## src/rtl/ocu_pkg.sv

```systemverilog
package ocu_pkg;

    typedef enum logic [1:0] {
        SEL_HI   = 2'd0,
        SEL_LO   = 2'd1,
        SEL_STAT = 2'd2,
        SEL_NONE = 2'd3
    } reg_sel_e;

    // event-side state: flag, pin latch and clear-handshake arm
    typedef struct packed {
        logic flag;
        logic pin;
        logic armed;
    } evt_state_t;

endpackage

```

## src/rtl/ocu_regs.sv

```systemverilog
module ocu_regs #(
    parameter int unsigned BW = 8
) (
    input  logic            clk,
    input  logic            rst_n,
    input  logic            wr_hi,
    input  logic            wr_lo,
    input  logic [BW-1:0]   wdata,
    output logic [2*BW-1:0] cmp_val,
    output logic            inhibit
);
    typedef struct packed {
        logic [BW-1:0] hi;
        logic [BW-1:0] lo;
    } store_t;

    store_t store_d, store_q;
    logic   inh_d, inh_q;

    always_comb begin
        store_d = store_q;
        inh_d   = inh_q;
        if (wr_hi) begin
            store_d.hi = wdata;
            inh_d      = 1'b1;
        end else if (wr_lo) begin
            store_d.lo = wdata;
            inh_d      = 1'b0;
        end
    end

    // compare bytes carry no reset
    always_ff @(posedge clk) begin
        store_q <= store_d;
    end

    always_ff @(posedge clk or negedge rst_n) begin
        if (!rst_n) inh_q <= 1'b0;
        else        inh_q <= inh_d;
    end

    assign cmp_val = {store_q.hi, store_q.lo};
    assign inhibit = inh_q;
endmodule

```

## src/rtl/ocu_event.sv

```systemverilog
module ocu_event
    import ocu_pkg::*;
#(
    parameter int unsigned BW = 8,
    parameter int unsigned CW = 16
) (
    input  logic          clk,
    input  logic          rst_n,
    input  logic          tick,
    input  logic [CW-1:0] count_i,
    input  logic [CW-1:0] cmp_val,
    input  logic          inhibit,
    input  logic          level,
    input  logic          rd_stat,
    input  logic          wr_lo,
    output logic          flag,
    output logic          pin,
    output logic          armed
);
    localparam int unsigned NB = CW / BW;

    logic [NB-1:0] byte_eq;
    logic          hit;
    evt_state_t    st_d, st_q;

    for (genvar g = 0; g < NB; g++) begin : g_byte_cmp
        assign byte_eq[g] = (count_i[g*BW +: BW] == cmp_val[g*BW +: BW]);
    end

    assign hit = tick && !inhibit && (&byte_eq);

    always_comb begin
        st_d = st_q;
        if (rd_stat && st_q.flag) st_d.armed = 1'b1;
        if (wr_lo && st_q.armed) begin
            st_d.flag  = 1'b0;
            st_d.armed = 1'b0;
        end
        if (hit) begin
            st_d.flag = 1'b1;
            st_d.pin  = level;
        end
    end

    always_ff @(posedge clk or negedge rst_n) begin
        if (!rst_n) st_q <= '0;
        else        st_q <= st_d;
    end

    assign flag  = st_q.flag;
    assign pin   = st_q.pin;
    assign armed = st_q.armed;
endmodule

```

## src/rtl/ocu_top.sv

```systemverilog
module ocu_top
    import ocu_pkg::*;
#(
    parameter int unsigned BW = 8
) (
    input  logic            clk,
    input  logic            rst_n,
    input  logic            tick,
    input  logic [2*BW-1:0] count_i,
    input  logic [1:0]      cpu_addr,
    input  logic [BW-1:0]   cpu_wdata,
    input  logic            cpu_rd,
    input  logic            cpu_wr,
    output logic [BW-1:0]   cpu_rdata,
    input  logic            out_level,
    input  logic            irq_en,
    output logic            match_flag,
    output logic            pin_out,
    output logic            irq
);
    localparam int unsigned CW = 2 * BW;

    reg_sel_e      sel;
    logic          wr_hi, wr_lo, rd_stat;
    logic [CW-1:0] cmp_val;
    logic          inhibit, armed;

    assign sel     = reg_sel_e'(cpu_addr);
    assign wr_hi   = cpu_wr && (sel == SEL_HI);
    assign wr_lo   = cpu_wr && (sel == SEL_LO);
    assign rd_stat = cpu_rd && (sel == SEL_STAT);

    ocu_regs #(.BW(BW)) u_regs (
        .clk     (clk),
        .rst_n   (rst_n),
        .wr_hi   (wr_hi),
        .wr_lo   (wr_lo),
        .wdata   (cpu_wdata),
        .cmp_val (cmp_val),
        .inhibit (inhibit)
    );

    ocu_event #(.BW(BW), .CW(CW)) u_evt (
        .clk     (clk),
        .rst_n   (rst_n),
        .tick    (tick),
        .count_i (count_i),
        .cmp_val (cmp_val),
        .inhibit (inhibit),
        .level   (out_level),
        .rd_stat (rd_stat),
        .wr_lo   (wr_lo),
        .flag    (match_flag),
        .pin     (pin_out),
        .armed   (armed)
    );

    always_comb begin
        unique case (sel)
            SEL_HI:   cpu_rdata = cmp_val[CW-1:BW];
            SEL_LO:   cpu_rdata = cmp_val[BW-1:0];
            SEL_STAT: cpu_rdata = {{(BW-2){1'b0}}, pin_out, match_flag};
            default:  cpu_rdata = '0;
        endcase
    end

    assign irq = match_flag && irq_en;
endmodule

```

## config.mk

```make
export PLATFORM = sky130hd
export DESIGN_NAME = ocu_top
export DESIGN_NICKNAME = d
export VERILOG_FILES = /design/src/rtl/ocu_pkg.sv /design/src/rtl/ocu_regs.sv /design/src/rtl/ocu_event.sv /design/src/rtl/ocu_top.sv
export SDC_FILE = /design/constraint.sdc
export NUM_CORES = 1
export LEC_CHECK = 0
export ABC_AREA = 1
export BUFFER_PORTS_ARGS = -buffer_cell sky130_fd_sc_hd__buf_2
export CORE_MARGIN = 4
export CORE_UTILIZATION = 35
export DETAILED_ROUTE_END_ITERATION = 16
export GPL_TIMING_DRIVEN = 0
export PLACE_DENSITY = 0.68
export SYNTH_ARGS = -nofsm -noshare
export SYNTH_HDL_FRONTEND = slang
export SYNTH_SLANG_ARGS = --single-unit
```

## constraint.sdc

```tcl
create_clock -name clk -period 2.2 [get_ports clk]
set_input_delay 0.55 -clock clk [delete_from_list [all_inputs] [get_ports clk]]
set_output_delay 0.55 -clock clk [all_outputs]
set_load 0.005 [all_outputs]
```

After elaboration in Yosys (flattened, before gate mapping)
Index checks and enable logic that the tools add are counted.
{ "totals": {"ff_bits": 20, "output_inout_bits": 11, "elab_cells": 33} }
{ "op_classes": {"bitwise": 1, "mux": 7, "reduce_logical": 15, "eq_ne": 4} }
{ "ops": {"columns": ["op", "n"], "rows": [
  ["8-bit one-hot mux with 3 select lines", 1],
  ["8-bit == test", 2],
  ["1-bit logical AND", 8],
  ["2-bit nonzero test", 3],
  ["1-bit 2-to-1 mux", 5],
  ["2-bit AND reduction", 2],
  ["2-bit by 1-bit == test with 1-bit output (second input constant)", 1],
  ["2-bit == test (second input constant)", 1],
  ["2-bit zero test", 1],
  ["2-bit 2-to-1 mux", 1],
  ["1-bit zero test", 1],
  ["1-bit inverter", 1]
]} }

Depth between registers and ports, before layout
Gate-level depths: netlist of the first run.
{ "depth": {"word_depth": 5, "mapped_depth": 9} }

Modules after synthesis
From an unflattened synthesis of the first run, not the netlist that was laid out.
{ "unflattened": {"hier_cells": 148, "area_unflattened_um2": 1153.6} }
{ "modules_own_cells": {"columns": ["mod", "cells_per_inst", "seq_area_each_um2", "instances", "area_per_inst_um2"], "rows": [
  ["ocu_regs", 21, 505.5, 1, 524.3],
  ["ocu_event", 91, 75.1, 1, 456.7],
  ["ocu_top", 36, 0.0, 1, 172.7]
]} }

Worst setup path after synthesis of the first run
No wires, ideal clock.
{ "synth_timing": {"path_type": "input to register", "startpoint": "input cpu_addr[1]", "endpoint": "register u_regs.store_q, in the netlist u_regs.cmp_val[10], enable pin", "stages": 3, "arrival_time_ns": 1.205, "n_path_buf": 0, "t_required_ns": 1.830, "setup_ns": 0.370, "setup_slack_ns": 0.625, "cell_sequence": "nor2_1 -> inv_1 -> nor2_1"} }
{ "synth_between": {"elab_chain_cells": 2} }
{ "synth_lines": {"columns": ["element", "line", "source"], "rows": [
  ["start: declaration", "ocu_top.sv:10", "input logic [1:0] cpu_addr,"],
  ["2-bit zero test", "ocu_top.sv:29", "assign wr_hi = cpu_wr && (sel == SEL_HI);"],
  ["1-bit logical AND", "ocu_top.sv:29", null],
  ["end signal: assignment", "ocu_regs.sv:34", "store_q <= store_d;"],
  ["end: declaration", "ocu_regs.sv:17", "store_t store_d, store_q;"]
]} }
No other way between the ends.
A chain may end at the register's enable or synchronous reset.

Worst setup path in the final report of the first run
{ "layout_timing": {"startpoint": "input cpu_addr[1]", "endpoint": "output cpu_rdata[3]"} }
{ "layout_between": {"elab_chain_cells": 2} }
{ "layout_lines": {"columns": ["element", "line", "source"], "rows": [
  ["2-bit == test, or another cell as far along", "ocu_top.sv:59", "unique case (sel)"],
  ["8-bit one-hot mux with 3 select lines *", "ocu_top.sv:59", null],
  ["end: declaration", "ocu_top.sv:14", "output logic [BW-1:0] cpu_rdata,"]
]} }
Every way passes the cells marked *; elsewhere a longest branch is shown, timed or not.

==> results.rst, run 1 <==
.. list-table::
   :header-rows: 1

   * - Metric
     - Value
   * - # DRC
     - 0
   * - Cells along the critical path
     - buf_2, nor2_1, inv_1, o22ai_1, buf_2
   * - Maximum capacitance violations
     - 0
   * - Most crowded layer after global routing
     - met2
   * - Total count of hold-check failures in the final report
     - 0
   * - Min-delay worst type
     - input pin to register
   * - Clock latency at the later pin of the worst-skew pair
     - 0.31 ns
   * - Total GRT Usage
     - 14.0%
   * - Compound-cell area share of the yosys netlist
     - 7.69%
   * - Total of flip-flops plus latches after synthesis
     - 20
   * - Setup slack after placement
     - 0.0982 ns
   * - Cells after Synth
     - 134
   * - Total routed wirelength
     - 2.64 mm
   * - Met2 layer usage reported by global route
     - 26.8%
   * - Launch point of the critical path
     - cpu_addr[1]
   * - Critical path data required time
     - 1.65 ns
   * - Power per standard cell area
     - 533 mW/mm^2
   * - Synthesized-area fraction occupied by adder cells
     - 0%
   * - CTS Hold Buffers Added
     - 0
   * - Worst clock skew
     - 0.00569 ns
   * - Unrepaired setup endpoints after global routing
     - false
   * - Combinational family with the most area after synthesis
     - simple AND/OR/NAND/NOR gates
   * - Die area
     - 0.00407 mm^2
   * - Slew Limit Headroom
     - 50.8%
   * - Maximum clock insertion buffer count
     - 2
   * - Cell depth of the worst hold path
     - 1
   * - Number of placed instances, taps included
     - 219
   * - Routability-driven placement congestion ratio
     - 0.770
   * - Maximum number of pins on one net before global-route repair
     - 12
   * - Initial cell density of the core
     - 37.9%
   * - Clock tree root buffer cell
     - sky130_fd_sc_hd__clkbuf_4
   * - CTS tree
     - done
   * - Clock-pin slew on the worst setup and hold paths
     - 0.11 ns
   * - CP Data Arrival Time
     - 1.48 ns
   * - Routed vias/inst
     - 4.45
   * - Number of vias in the routed layout
     - 997
   * - Part of the cycle the worst path needs
     - 92.3%
   * - Crit-path max FO
     - 8
   * - TritonCTS sink count
     - 20
   * - Mux share of post-synthesis cell area
     - 0%
   * - Most frequent cell on the critical path
     - sky130_fd_sc_hd__buf_2
   * - Number of antenna violations at the first check in global routing
     - 0
   * - Largest stage delay on the critical path
     - 0.22 ns
   * - End point of the most critical hold path
     - u_regs.cmp_val[1]
   * - I/O pins
     - 44
   * - Result of the run
     - complete, no violations
   * - Non-Filler Instances
     - 224
   * - Min Clock Period, post-route
     - 2.03 ns
   * - M1 GR Usage
     - 14.5%
   * - Post-DR wirelength/cell
     - 11.8 um
   * - Vertical extent of the die
     - 63.8 um
   * - Area growth from synthesis to final layout
     - 27.9%
   * - Remaining global-route overflow
     - 0
   * - CTS HTree Levels
     - 1
   * - Highest Clock Rate
     - 0.493 GHz
   * - Die span in x
     - 63.8 um
   * - Portion of the post-synthesis area used by sequential elements
     - 53.3%
   * - Site Rows
     - 19
   * - Layout Nets
     - 216
   * - Grt met3 use
     - 3.33%
   * - Startpoint of the lowest-slack register-to-register path
     - u_regs.cmp_val[10]
   * - Core ar.
     - 0.00288 mm^2
   * - Yosys warning count
     - 0
   * - Mapped Area
     - 0.00109 mm^2
   * - Count of endpoints failing setup in the final report
     - 0
   * - Setup slack on the worst flop-to-flop path
     - 1.02 ns
   * - Global-route wire length before repair
     - 4.43 mm
   * - Number of distinct library cells after synthesis
     - 19
   * - Number of gates resized after CTS
     - 0
   * - Leakage component of the power
     - 0.755 nW
   * - Share of synthesized cell area in and, or, nand and nor gates
     - 26.1%
   * - Detailed placer's ending HPWL
     - 2.17 mm
   * - Number of I/O port buffers
     - 43
   * - Worst min-delay path startpoint
     - cpu_wdata[1]
   * - Depth of the worst register-to-register path
     - 8
   * - Setup repair bufs after CTS
     - 0
   * - Worst Tran Pin Value
     - 0.735 ns
   * - CTS buffer count
     - 3
   * - Xor and xnor area share after synthesis
     - 1.61%
   * - Average cell area after synthesis
     - 8.13 um^2
   * - Vias in the first global route
     - 1,088
   * - Fin worst setup slack
     - 0.170 ns
   * - Kind of capture point of the worst setup path
     - output pin
   * - Number of antenna repair diodes
     - 0
   * - Number of nets produced by synthesis
     - 167
   * - Number of routed nets with antenna violations
     - 0
   * - CP Launch Type
     - input pin
   * - Slowest stage cell on the critical path
     - sky130_fd_sc_hd__nor2_1
   * - Worst r2r dst
     - u_evt.pin
   * - Final-layout setup total negative slack
     - 0 ns
   * - Path type of the worst setup path
     - input pin to output pin
   * - Worst IR Drop VDD
     - 0.314 mV
   * - Final Max Slew Viols
     - 0
   * - Initial DRT Pass Iterations
     - 4
   * - Share of layout cells above drive strength 1
     - 30.2%
   * - DRC marker count from the first detailed-route iteration
     - 18
final cells by class:
cell class                      instances  area [um^2]
Fill cell                             285         1480
Sequential cell                        20          581
Multi-Input combinational cell         81          385
Timing Repair Buffer                   44          225
Inverter                               33          124
Tap cell                               42         52.6
Clock buffer                            4         26.3
registers in the layout, indices dropped and copies added (netlist names):
name / count
u_regs.cmp_val: 16
u_evt.armed: 1
u_evt.flag: 1
u_evt.pin: 1
u_regs.inhibit: 1
cell families (layout without fill, tap and decap cells):
group,after synthesis,after routing
AOI/OAI and AO/OA,13,13
xor gates and xnor gates,2,2
buffers and inverters,33,81
DFF,20,20
and+or+nand+nor,66,66
stage by stage:
step	hold slack (ns)	instance area (um^2)	total power (W)	utilization (%)
after global placement	0.359	1360	0.000561	47.2
after detailed placement	0.365	1360	0.000566	47.2
after CTS	0.0136	1380	0.000752	48.1
final	0.422	1390	0.000742	48.5
after global routing	0.400	1390	0.000792	48.5
after floorplan	0.254	1090	0.000505	-
cells in the mapped netlist:
cell	instances	share of area, %
sky130_fd_sc_hd__inv_1	30	10
sky130_fd_sc_hd__o22ai_1	4	2.3
sky130_fd_sc_hd__dfrtp_1	4	9.2
sky130_fd_sc_hd__o21ai_1	3	1.4
sky130_fd_sc_hd__nor3_2	1	0.92
sky130_fd_sc_hd__o221ai_1	2	1.6
sky130_fd_sc_hd__nor2_1	9	3.1
sky130_fd_sc_hd__nand2_1	46	16
sky130_fd_sc_hd__nor2_4	1	1.0
sky130_fd_sc_hd__nand3_1	3	1.4
sky130_fd_sc_hd__o211ai_1	1	0.69
sky130_fd_sc_hd__a22o_1	1	0.80
sky130_fd_sc_hd__nor2_2	3	1.7
sky130_fd_sc_hd__edfxtp_1	16	44
sky130_fd_sc_hd__nand4_1	2	1.1
sky130_fd_sc_hd__o21ai_0	2	0.92
sky130_fd_sc_hd__xor2_1	2	1.6
sky130_fd_sc_hd__inv_2	3	1.0
sky130_fd_sc_hd__nand3_2	1	0.92
cells in the final DEF, fill, tap and decap left out, drive strengths merged:
| cell type | n |
|---|---|
| a22o | 1 |
| buf | 43 |
| clkbuf | 4 |
| dfrtp | 4 |
| dlygate4sd3 | 1 |
| edfxtp | 16 |
| inv | 33 |
| nand2 | 46 |
| nand3 | 4 |
| nand4 | 2 |
| nor2 | 13 |
| nor3 | 1 |
| o211ai | 1 |
| o21ai | 5 |
| o221ai | 2 |
| o22ai | 4 |
| xor2 | 2 |
worst max-delay path by stage:
stage / cells past startpoint / slack (ns) / endpoint
2_1_floorplan: 3 / 0.62 / u_regs.cmp_val[10]
3_3_place_gp: 4 / 0.1 / u_regs.cmp_val[9]
3_5_place_dp: 4 / 0.1 / u_regs.cmp_val[10]
4_1_cts: 5 / 0.17 / cpu_rdata[1]
5_1_grt: 5 / 0.09 / cpu_rdata[0]
6_report: 5 / 0.17 / cpu_rdata[3]
metal layers:
metal	part of all wire [%]	vias to the layer above	wire length (um)
met5	0	-	0
met2	54	25	1430
met1	39	451	1040
met3	5.0	5	133
met4	1.7	0	44
li1	-	516	-
critical path: cells and delay by family:
kind,cells,cell delay (ns)
buf+inv,3,0.49
simple gates,1,0.22
compound gates,1,0.22
power breakdown:
part | leakage (nW) | internal (W) | switching (W) | total (W)
clock | 0.0150 | 0.0000709 | 0.000114 | 0.000185
sequential | 0.200 | 0.000429 | 0.00000894 | 0.000437
combinational | 0.540 | 0.0000528 | 0.0000672 | 0.000120
Power figures use the tool's default switching activity.
==> inputs of run 2 (changes only) <==
--- a/config.mk
+++ b/config.mk
@@ -7,7 +7,6 @@
 export LEC_CHECK = 0
 export ABC_AREA = 1
 export BUFFER_PORTS_ARGS = -buffer_cell sky130_fd_sc_hd__buf_2
-export CORE_MARGIN = 4
 export CORE_UTILIZATION = 35
 export DETAILED_ROUTE_END_ITERATION = 16
 export GPL_TIMING_DRIVEN = 0
==> constraint.sdc (replaced) <==
create_clock -name clk -period 2.39 [get_ports clk]
set_input_delay 0.5975 -clock clk [delete_from_list [all_inputs] [get_ports clk]]
set_output_delay 0.5975 -clock clk [all_outputs]
set_load 0.1 [all_outputs]
==> results.rst, run 2 (synthesis gave the netlist of run 1 again) <==
.. list-table::
   :header-rows: 1

   * - Metric
     - Value
   * - Routability-driven placement congestion ratio
     - 0.741 (was 0.770)
   * - Path type of the worst setup path
     - input pin to output pin (unchanged)
   * - Violated checks
     - DRC
   * - Maximum number of pins on one net before global-route repair
     - 12 (unchanged)
   * - Setup repair bufs after CTS
     - 0 (unchanged)
   * - Highest-count cells in the layout ignoring fill and taps
     - sky130_fd_sc_hd__nand2_1 (46), sky130_fd_sc_hd__buf_2 (37), sky130_fd_sc_hd__inv_1 (30) (was sky130_fd_sc_hd__nand2_1 (46), sky130_fd_sc_hd__buf_2 (43), sky130_fd_sc_hd__inv_1 (30))
   * - Clock-pin slew on the worst setup and hold paths
     - 0.11 ns (about the same)
   * - Routed vias/inst
     - 4.64 (was 4.45)
   * - Remaining global-route overflow
     - 0 (unchanged)
   * - Maximum clock insertion buffer count
     - 2 (unchanged)
   * - CP Launch Type
     - input pin (unchanged)
   * - Post-Place Cell Area
     - 0.00134 mm^2 (was 0.00136 mm^2)
   * - Cell area after layout
     - 0.00139 mm^2 (about the same)
   * - Maximum capacitance violations
     - 0 (unchanged)
   * - TritonCTS sink count
     - 20 (unchanged)
   * - Die area
     - 0.00334 mm^2 (was 0.00407 mm^2)
   * - Worst Tran Pin Value
     - 0.787 ns (was 0.735 ns)
   * - Highest Clock Rate
     - 0.432 GHz
   * - Number of antenna repair diodes
     - 0 (unchanged)
   * - Critical path data required time
     - 1.79 ns (was 1.65 ns)
   * - Layout Nets
     - 215 (was 216)
   * - Number of vias in the routed layout
     - 983 (was 997)
   * - Min-delay worst type
     - input pin to asynchronous set/reset pin (was input pin to register)
   * - CTS buffer count
     - 3 (unchanged)
   * - Vertical extent of the die
     - 57.8 um (was 63.8 um)
   * - Cell class contributing the biggest share of worst-path delay
     - buffers and inverters (unchanged)
   * - Post-DR wirelength/cell
     - 11.1 um (was 11.8 um)
   * - Detailed placer's ending HPWL
     - 1.91 mm (was 2.17 mm)
   * - Min Clock Period, post-route
     - 2.31 ns
   * - Core ar.
     - 0.00285 mm^2 (was 0.00288 mm^2)
   * - Leakage component of the power
     - 0.753 nW (was 0.755 nW)
   * - Total count of hold-check failures in the final report
     - 0 (unchanged)
   * - Area growth from synthesis to final layout
     - 27.1% (was 27.9%)
   * - CTS HTree Levels
     - 1 (unchanged)
   * - Cells along the critical path
     - buf_2, nor2_1, inv_1, o221ai_1, buf_4 (was buf_2, nor2_1, inv_1, o22ai_1, buf_2)
   * - Number of antenna violations at the first check in global routing
     - 0 (unchanged)
   * - Count of endpoints failing setup in the final report
     - 0 (unchanged)
   * - Unrepaired setup endpoints after global routing
     - false (unchanged)
   * - CTS Hold Buffers Added
     - 0 (unchanged)
   * - Fin util
     - 48.6% (was 48.5%)
   * - I/O pins
     - 44 (unchanged)
   * - Number of buffer and inverter stages on the critical path
     - 3 (unchanged)
   * - Largest stage delay on the critical path
     - 0.33 ns (was 0.22 ns)
   * - Kind of capture point of the worst setup path
     - output pin (unchanged)
   * - Clock latency at the later pin of the worst-skew pair
     - 0.30 ns (was 0.31 ns)
   * - CP Data Arrival Time
     - 1.72 ns (was 1.48 ns)
   * - Share of layout cells above drive strength 1
     - 30.4% (was 30.2%)
   * - Result of the run
     - finished, violations left (was complete, no violations)
   * - Slowest stage cell on the critical path
     - sky130_fd_sc_hd__buf_4 (was sky130_fd_sc_hd__nor2_1)
   * - # DRC
     - 2 (was 0)
   * - Die span in x
     - 57.8 um (was 63.8 um)
   * - Part of the cycle the worst path needs
     - 96.8%
   * - Slew Limit Headroom
     - 47.3% (was 50.8%)
   * - Stages on the worst setup path
     - 5 (unchanged)
   * - Depth of the worst register-to-register path
     - 8 (unchanged)
   * - Final Max Slew Viols
     - 0 (unchanged)
   * - Total GRT Usage
     - 14.8% (was 14.0%)
   * - CTS tree
     - done (unchanged)
   * - Vias in the first global route
     - 904 (was 1,088)
   * - Number of I/O port buffers
     - 43 (unchanged)
   * - Clock tree root buffer cell
     - sky130_fd_sc_hd__clkbuf_4 (unchanged)
   * - Worst clock skew
     - 0.00623 ns (was 0.00569 ns)
   * - Crit-path max FO
     - 8 (unchanged)
   * - Flip-flop count of the largest register, all copies and words added
     - 16 (unchanged)
   * - Power per standard cell area
     - 544 mW/mm^2 (was 533 mW/mm^2)
   * - Most common cell after layout, fill and taps aside
     - sky130_fd_sc_hd__nand2_1 (unchanged)
   * - Initial cell density of the core
     - 38.2% (was 37.9%)
   * - Number of routed nets with antenna violations
     - 0 (unchanged)
   * - Worst-case hold slack
     - 0.0816 ns (was 0.422 ns)
   * - Worst IR Drop VDD
     - 0.312 mV (was 0.314 mV)
   * - Initial DRT Pass Iterations
     - 10 (was 4)
   * - Number of gates resized after CTS
     - 6 (was 0)
   * - Site Rows
     - 19 (unchanged)
   * - DRC marker count from the first detailed-route iteration
     - 47 (was 18)
   * - Global-route wire length before repair
     - 3.75 mm (was 4.43 mm)
   * - Total routed wirelength
     - 2.36 mm (was 2.64 mm)
run 2: cell types whose count changed in the layout (fill, tap and decap cells not counted), sizes merged:
cell / previous run / this run
dlygate4sd3: 1 / 0
run 2: per-layer routing:
metal	up-vias	wire length (um)	track usage [%]
met1	433	1060	19.2
met4	0	16	4.08
met3	3	115	2.90
met2	33	1170	25.5
met5	-	0	0
li1	514	-	-
run 2: worst reg2reg max path: cells and delay by family, from the launching register on:
kind             cells  cell delay, ns
DFF                  1            0.45
and+or+nand+nor      8            0.63
run 2: final timing paths:
check | startpoint | end | slack [ns]
setup / recovery | cpu_addr[1] | cpu_rdata[1] | 0.08
hold / removal | rst_n | u_evt.armed | 0.08
setup reg to reg | u_regs.cmp_val[10] | u_evt.pin | 1.21
hold reg to reg | u_evt.pin | u_evt.pin | 0.51
max in group asynchronous | rst_n | u_evt.pin | 2.19
min in group clk | cpu_wdata[1] | u_regs.cmp_val[9] | 0.47
run 2: cell type report:
cell class              instances  area [um^2]
fillers                       280         1470
clock buffers                   4         26.3
multi-input cells              81          385
inverters                      33          124
repair buffers                 43          230
flip-flops and latches         20          581
well taps                      31         38.8
run 2: stage by stage:
step                      worst slack, ns  TNS [ns]  instances  total power, W
after detailed placement          -0.0543    -0.149        208        0.000587
after CTS                          0.0647         0        212        0.000758
final                              0.0759         0        212        0.000754
after global routing               0.0388         0        212        0.000786
after global placement            -0.0589    -0.206        208        0.000584
after floorplan                    -0.584     -3.68        134        0.000532
run 2: where the power goes:
group	leakage (nW)	internal (W)	switching [W]
logic	0.537	0.0000517	0.000130
clock network	0.0150	0.0000650	0.000105
registers	0.200	0.000394	0.00000795
